--- src/rtl/rf_pkg.sv ---
package rf_pkg;
    localparam int DEF_NUM_REGS = 32;
    localparam int DEF_DATA_W   = 32;
    localparam int NUM_RD_PORTS = 2;

    typedef enum logic {
        PORT_A = 1'b0,
        PORT_B = 1'b1
    } rd_port_e;
endpackage

--- src/rtl/rf_wr_filter.sv ---
module rf_wr_filter #(
    parameter int ADDR_W = 5
) (
    input  logic              wr_en,
    input  logic [ADDR_W-1:0] wr_addr,
    output logic              bank_we
);
    // register 0 is never stored
    always_comb begin
        bank_we = wr_en && (wr_addr != '0);
    end
endmodule

--- src/rtl/rf_bank.sv ---
module rf_bank #(
    parameter int NUM_REGS = 32,
    parameter int DATA_W   = 32,
    localparam int ADDR_W  = $clog2(NUM_REGS)
) (
    input  logic              clk,
    input  logic              rst_n,
    input  logic              we,
    input  logic [ADDR_W-1:0] waddr,
    input  logic [DATA_W-1:0] wdata,
    input  logic              re,
    input  logic [ADDR_W-1:0] raddr,
    output logic [DATA_W-1:0] rdata_q,
    output logic [ADDR_W-1:0] raddr_q
);
    logic [DATA_W-1:0] mem [NUM_REGS];

    always_ff @(posedge clk) begin
        if (we) begin
            mem[waddr] <= wdata;
        end
    end

    // read word sampled before this edge's write lands: read-before-write
    always_ff @(posedge clk or negedge rst_n) begin
        if (!rst_n) begin
            rdata_q <= '0;
            raddr_q <= '0;
        end else if (re) begin
            rdata_q <= mem[raddr];
            raddr_q <= raddr;
        end
    end
endmodule

--- src/rtl/rf_port_out.sv ---
module rf_port_out #(
    parameter int DATA_W = 32,
    parameter int ADDR_W = 5
) (
    input  logic              oe,
    input  logic [ADDR_W-1:0] addr_q,
    input  logic [DATA_W-1:0] data_q,
    output logic [DATA_W-1:0] data_o
);
    always_comb begin
        if (oe && (addr_q != '0)) begin
            data_o = data_q;
        end else begin
            data_o = '0;
        end
    end
endmodule

--- src/rtl/regfile_2r1w.sv ---
module regfile_2r1w
    import rf_pkg::*;
#(
    parameter int NUM_REGS = DEF_NUM_REGS,
    parameter int DATA_W   = DEF_DATA_W,
    localparam int ADDR_W  = $clog2(NUM_REGS)
) (
    input  logic              clk,
    input  logic              rst_n,
    input  logic              wr_en,
    input  logic [ADDR_W-1:0] wr_addr,
    input  logic [DATA_W-1:0] wr_data,
    input  logic              rd_a_en,
    input  logic              rd_a_oe,
    input  logic [ADDR_W-1:0] rd_a_addr,
    output logic [DATA_W-1:0] rd_a_data,
    input  logic              rd_b_en,
    input  logic              rd_b_oe,
    input  logic [ADDR_W-1:0] rd_b_addr,
    output logic [DATA_W-1:0] rd_b_data
);
    logic                    bank_we;
    logic [NUM_RD_PORTS-1:0] en_v;
    logic [NUM_RD_PORTS-1:0] oe_v;
    logic [ADDR_W-1:0]       addr_v  [NUM_RD_PORTS];
    logic [ADDR_W-1:0]       addrq_v [NUM_RD_PORTS];
    logic [DATA_W-1:0]       dataq_v [NUM_RD_PORTS];
    logic [DATA_W-1:0]       out_v   [NUM_RD_PORTS];

    always_comb begin
        en_v[PORT_A]   = rd_a_en;
        en_v[PORT_B]   = rd_b_en;
        oe_v[PORT_A]   = rd_a_oe;
        oe_v[PORT_B]   = rd_b_oe;
        addr_v[PORT_A] = rd_a_addr;
        addr_v[PORT_B] = rd_b_addr;
    end

    rf_wr_filter #(.ADDR_W(ADDR_W)) u_wr_filter (
        .wr_en   (wr_en),
        .wr_addr (wr_addr),
        .bank_we (bank_we)
    );

    // one bank copy per read port, all fed by the same write
    for (genvar p = 0; p < NUM_RD_PORTS; p++) begin : g_port
        rf_bank #(.NUM_REGS(NUM_REGS), .DATA_W(DATA_W)) u_bank (
            .clk     (clk),
            .rst_n   (rst_n),
            .we      (bank_we),
            .waddr   (wr_addr),
            .wdata   (wr_data),
            .re      (en_v[p]),
            .raddr   (addr_v[p]),
            .rdata_q (dataq_v[p]),
            .raddr_q (addrq_v[p])
        );

        rf_port_out #(.DATA_W(DATA_W), .ADDR_W(ADDR_W)) u_out (
            .oe     (oe_v[p]),
            .addr_q (addrq_v[p]),
            .data_q (dataq_v[p]),
            .data_o (out_v[p])
        );
    end

    assign rd_a_data = out_v[PORT_A];
    assign rd_b_data = out_v[PORT_B];
endmodule

--- config.mk ---
export PLATFORM = sky130hd
export DESIGN_NAME = regfile_2r1w
export DESIGN_NICKNAME = d
export VERILOG_FILES = /design/src/rtl/rf_pkg.sv /design/src/rtl/rf_wr_filter.sv /design/src/rtl/rf_bank.sv /design/src/rtl/rf_port_out.sv /design/src/rtl/regfile_2r1w.sv
export SDC_FILE = /design/constraint.sdc
export NUM_CORES = 1
export LEC_CHECK = 0
export BUFFER_PORTS_ARGS = -buffer_cell sky130_fd_sc_hd__buf_2
export CAP_MARGIN = 20
export CORE_MARGIN = 2
export CORE_UTILIZATION = 40
export DETAILED_ROUTE_END_ITERATION = 8
export GPL_TIMING_DRIVEN = 1
export PLACE_DENSITY = 0.54
export SLEW_MARGIN = 10
export SYNTH_ARGS = -nofsm -noshare
export SYNTH_HDL_FRONTEND = slang
export SYNTH_SLANG_ARGS = --single-unit
export TNS_END_PERCENT = 30
--- constraint.sdc ---
create_clock -name clk -period 1.4 [get_ports clk]
set_clock_uncertainty 0.05 [all_clocks]
set_input_delay 0.14 -clock clk [delete_from_list [all_inputs] [get_ports clk]]
set_output_delay 0.14 -clock clk [all_outputs]
set_load 0.01 [all_outputs]
Yosys cells after proc, flatten, opt, wreduce, memory -nomap -nowiden
Memories as Yosys holds them, arrays and structs flattened. A register that Yosys moved wholly into a read port is not among the register bits.
Index checks and enable logic that the tools add are counted.
{"block": "op_classes", "mux": 4, "n_reduce_logical": 8}
{"cell": "$mux W32", "count": 2}
{"cell": "$reduce_bool A5 Y1", "count": 3}
{"cell": "$logic_and A1 B1 Y1", "count": 3}
{"cell": "$logic_not A1 Y1", "count": 2}
{"cell": "$mux W1", "count": 2}
{"block": "totals", "ff_bits": 10, "ram_bits": 2048, "elab_cells": 16, "n_memories": 2}
{"memory": "g_port[0].u_bank.mem", "depth": 32, "word_bits": 32, "read_ports": 1, "rd_clocked_by_memory_dff": 1, "wr": 1, "line_no": "rf_bank.sv:16", "rtl": "logic [DATA_W-1:0] mem [NUM_REGS];"}
{"memory": "g_port[1].u_bank.mem", "depth": 32, "word_bits": 32, "read_ports": 1, "rd_clocked_by_memory_dff": 1, "wr": 1, "line_no": "rf_bank.sv:16"}

Depth between registers and ports, before layout
{"block": "depth", "depth_word": 4, "mapped_depth": 9, "mapped_depth_nobuf": 5}

Hierarchy
From an unflattened synthesis, not the netlist that was laid out.
{"block": "unflattened", "cells_unflattened": 4102, "area_unflattened_um2": 82096.2}
{"module": "rf_bank", "instances": 2, "cells_each": 1975, "area_each_um2": 40667.8}
{"module": "rf_port_out", "instances": 2, "cells_each": 75, "area_each_um2": 372.9}
{"module": "rf_wr_filter", "instances": 1, "cells_each": 2, "area_each_um2": 15.0}

Worst setup path before layout
No wires, ideal clock.
{"block": "synth_timing", "path_type": "input to register", "start": "input wr_addr[1]", "end": "memory g_port[1].u_bank.mem[24][0], enable pin", "setup_ns": 0.421, "arrival_ns": 2.139, "t_required_ns": 0.929, "setup_slack_ns": -1.210, "stages": 3, "n_path_buf": 1, "cell_sequence": "or3b_2 clkbuf_1 nor2_1"}
{"block": "synth_via", "elab_chain_len": 4}
{"item": "from (decl)", "line_no": "regfile_2r1w.sv:11", "rtl": "input logic [ADDR_W-1:0] wr_addr,"}
{"item": "$reduce_bool A5 Y1", "line_no": "rf_wr_filter.sv:10", "rtl": "bank_we = wr_en && (wr_addr != '0);"}
{"item": "$logic_and A1 B1 Y1", "line_no": "rf_wr_filter.sv:10"}
{"item": "$mux W1", "line_no": "rf_bank.sv:19", "rtl": "if (we) begin"}
{"item": "$mux W1 (not written as such)", "line_no": "rf_bank.sv:20", "rtl": "mem[waddr] <= wdata;"}
{"item": "to (decl)", "line_no": "rf_bank.sv:16"}
Parallel ways exist; a longest one is shown, timed or not.

Worst setup path in the final report
{"block": "layout_timing", "start": "register g_port[1].u_bank.raddr_q[2]", "end": "output rd_b_data[7]"}
{"block": "layout_via", "elab_chain_len": 3}
{"item": "from (decl)", "line_no": "rf_bank.sv:14", "rtl": "output logic [ADDR_W-1:0] raddr_q"}
{"item": "from (signal assigned)", "line_no": "rf_bank.sv:31", "rtl": "raddr_q <= raddr;"}
{"item": "$reduce_bool A5 Y1", "line_no": "rf_port_out.sv:11", "rtl": "if (oe && (addr_q != '0)) begin"}
{"item": "$logic_and A1 B1 Y1", "line_no": "rf_port_out.sv:11"}
{"item": "$mux W32", "line_no": "rf_port_out.sv:11"}
{"item": "to (decl)", "line_no": "regfile_2r1w.sv:20", "rtl": "output logic [DATA_W-1:0] rd_b_data"}
Every way passes these cells.

==> metrics.txt <==
Power Density=1206 nW/um^2; final wirelength=189,300 um; total power=78.00 mW; DIE HEIGHT=359.2 um; Hold Fails Final Rpt=0; Rel. slew slack=30.55%; share of layout cells above drive strength 1=between 30% and 40%; number of instances in the placed design=5,059; Reg2Reg Launch Point=g_port[1].u_bank.mem[7][22]; dpl cell area=59,130 um^2; H-tree level count=3; clk slew on worst S/H paths=~60 ps; Worst Hold Class=in2reg; WP buf/inv=3; logic gate share of total power=11.3%; Die ar.=about 130,000 um^2; max_cap viols=0; Register-to-Register Path Depth=6; Setup Crit Path Kind=reg2out; RSZ-0062 raised after global routing=yes; Sum Neg Setup Slack=-89,460 ps; clk sink count=1,098; final cell count without fillers=around 5,300; slowest stage delay, CP=530 ps; Cells after Synth=2,915; crit path DAT=between 2000 and 3000 ps; Final setup viols=128; vias in the first global route=34,630; Final Cycle Share=192.3%; fmax=~370 MHz; DRT Pass-1 Iters=5; Inserted Diodes=0; Worst-Skew Late Latency=~740 ps; P_sw=between 15 and 20 mW; CP max-delay cell=or4_4; synthesis-to-finish area growth=28.11%; Fill cells=slightly above 10,000; gr usage total=29.11%; minimum clock period=2693 ps; internal reg-to-reg setup slack=-380 ps; Synth warnings=0; Primary FF master, synth=edfxtp_1; Post-synth EDFFs=1,024; ANT nets after route=0; Worst Setup Slack, final=-1293 ps; status=complete, but fails checks; Flop pwr share=around 48%; Hold Startpoint=rd_b_addr[1]; sw frac=23.86%; crit end category=output port; Mean Syn Cell Area=17.32 um^2; I/O pins=118; Clk pwr share=40.8%; Yosys reg bits=1,098; CTS tree=done; DR DRC count=0; CP Max Fanout=8; Bufs on Longest Clock Path=3; hold path depth=4; row cnt=between 100 and 150; fin util=51.56%; Data required, critical path=~1200 ps; Root Buffer Master=clkbuf_16; Hold Slack=51.55 ps; Wirelength per Cell=35.55 um; Slew Limit Fails=0; synth unique cells=46; NumNets Final=roughly 3,600; I/O Buffers=117; internal power=59.39 mW; Hold EP=g_port[1].u_bank.rdata_q[20]; final cell area excluding filler cells=64,670 um^2; pin count of the biggest net entering global routing=33; failing checks=negative setup slack; Leakage Power=23.15 nW; Tightest Pin Transition=1038 ps; Initial Util=40.25%; first-pass GRT wire length=264,400 um; core area=around 130,000 um^2; sequential element share of the synthesized area=64.59%; maximum VDD drop=0.9194 mV; Vias/cell=between 6 and 7; FF-to-FF End=g_port[0].u_bank.rdata_q[22]; delay-heaviest family, CP=simple AND/OR/NAND/NOR gates; total gr overflow=0; most used cell, CP=buf_12; Synth async-reset ratio=6.740%; DP Worst Slack=-1016 ps; CP startpoint kind=flop; initial DRC count=4,496; initial antenna violation count=8; vias=33,820; Final GP Congestion=0.8658; die width=between 300 and 400 um; Synth Cell Area=50,480 um^2; CTS buffer count=117; crit-path cells=or4_4 > o21a_4 > buf_12 > buf_12 > and2_4 > buf_6; dpl hpwl=roughly 130,000 um
==> Yosys cell counts (23+ instances only) <==
master | number | area [um^2]
a21oi_1 | 55 | 275.3
dfrtp_1 | 74 | 1852
and2_1 | 71 | 444.2
nand2_1 | 46 | 172.7
a22oi_1 | 174 | 1306
a31oi_1 | 36 | 225.2
mux4_2 | 298 | 6711
mux2i_1 | 486 | 4865
a311oi_1 | 23 | 201.4
o21ai_1 | 35 | 175.2
nor2_1 | 109 | 409.1
a221oi_1 | 30 | 262.8
edfxtp_1 | 1024 | 30750
clkbuf_1 | 88 | 330.3
buf_2 | 105 | 525.5
a22o_1 | 77 | 674.4
==> worst reg2reg max path, stage by stage, from the launching register on <==
cell and delay, ps:
edfxtp_1 390, mux4_2 470, mux2i_1 220, nor2_1 70, a31oi_1 230, buf_4 180
o21ai_1 60
==> timing repair <==
action                                  4_1_cts  5_1_grt
buffers inserted                              3        1
resized for setup                           216       44
hold buffers                                 40        0
cloned                                        3        0
endpoints found under the hold margin      1115        0
pin swaps                                    78       12
endpoints found under the setup margin      128      128
==> worst max path at each step <==
stage	startpoint	cells after the start	slack [ps]	endpoint
floorplan	wr_addr[1]	2	-470	g_port[0].u_bank.mem[25][0]
global placement	rd_a_addr[0]	6	-1030	g_port[0].u_bank.rdata_q[26]
detailed placement	rd_a_addr[0]	6	-1020	g_port[0].u_bank.rdata_q[26]
CTS	g_port[1].u_bank.raddr_q[2]	6	-1340	rd_b_data[24]
global route	g_port[1].u_bank.raddr_q[2]	6	-1310	rd_b_data[7]
finish	g_port[1].u_bank.raddr_q[2]	6	-1290	rd_b_data[7]
==> state kept, by name, indices dropped and copies added (netlist names) <==
signal / count
g_port.u_bank.mem: 1024
g_port.u_bank.rdata_q: 64
g_port.u_bank.raddr_q: 10
==> metal layers <==
layer,vias up,share of wire [%],track usage [%]
li1,13460,-,-
met1,17860,40,40.40
met2,2041,46,45.50
met3,444,9.8,5.861
met4,8,4.2,10.73
met5,-,0.031,0
==> placed cells by master (no fill, tap or decap), types with 15 or more instances in the layout <==
master            n
nand3_1          20
a21oi_1          48
clkbuf_16       119
nor2_4           36
mux4_2          298
a22oi_1         159
edfxtp_1       1024
dfrtp_1          74
clkinv_1         16
nor2_1           70
a31oi_1          28
a221oi_2         17
clkbuf_1         33
buf_2            47
o21ai_1          44
buf_12          186
conb_1           32
clkinv_2         21
a22oi_2          15
buf_6            65
dlygate4sd3_1    40
mux2i_1         480
a22o_1           76
nand2_1          42
buf_4           389
and2_4           63
nor3_1           18
==> cells by family (layout without fill, tap and decap cells) <==
logic type / after synthesis / after routing / synth area share (%)
multiplexers: 799 / 799 / 23.27
AND/OR/NAND/NOR: 295 / 295 / 2.818
buffers and inverters: 238 / 967 / 2.313
AO/OA/AOI/OAI: 484 / 484 / 7.005
other: 1 / 32 / 0.007429
flip-flops: 1098 / 1098 / 64.59
==> layout make-up <==
type | instances | area [um^2] | share of cell area (%)
inverters | 11 | 41.29 | 0.06385
repair buffers | 735 | 8157 | 12.61
flip-flops and latches | 1098 | 32600 | 50.42
clock buffers | 161 | 3226 | 4.988
well taps | 1650 | 2064 | 3.193
multi-input cells | 1610 | 17900 | 27.68
clock inverters | 60 | 678.2 | 1.049
==> power groups by stage <==
stage               logic [mW]  clock network, mW  registers (mW)
floorplan                 3.96                  0            37.5
finish                    8.85               31.8            37.3
global placement          7.86                  0            38.0
detailed placement        7.96                  0            38.0
CTS                       8.71               32.2            37.3
global route              9.22               33.4            37.4
No activity file was read; power rests on OpenSTA's default activity.
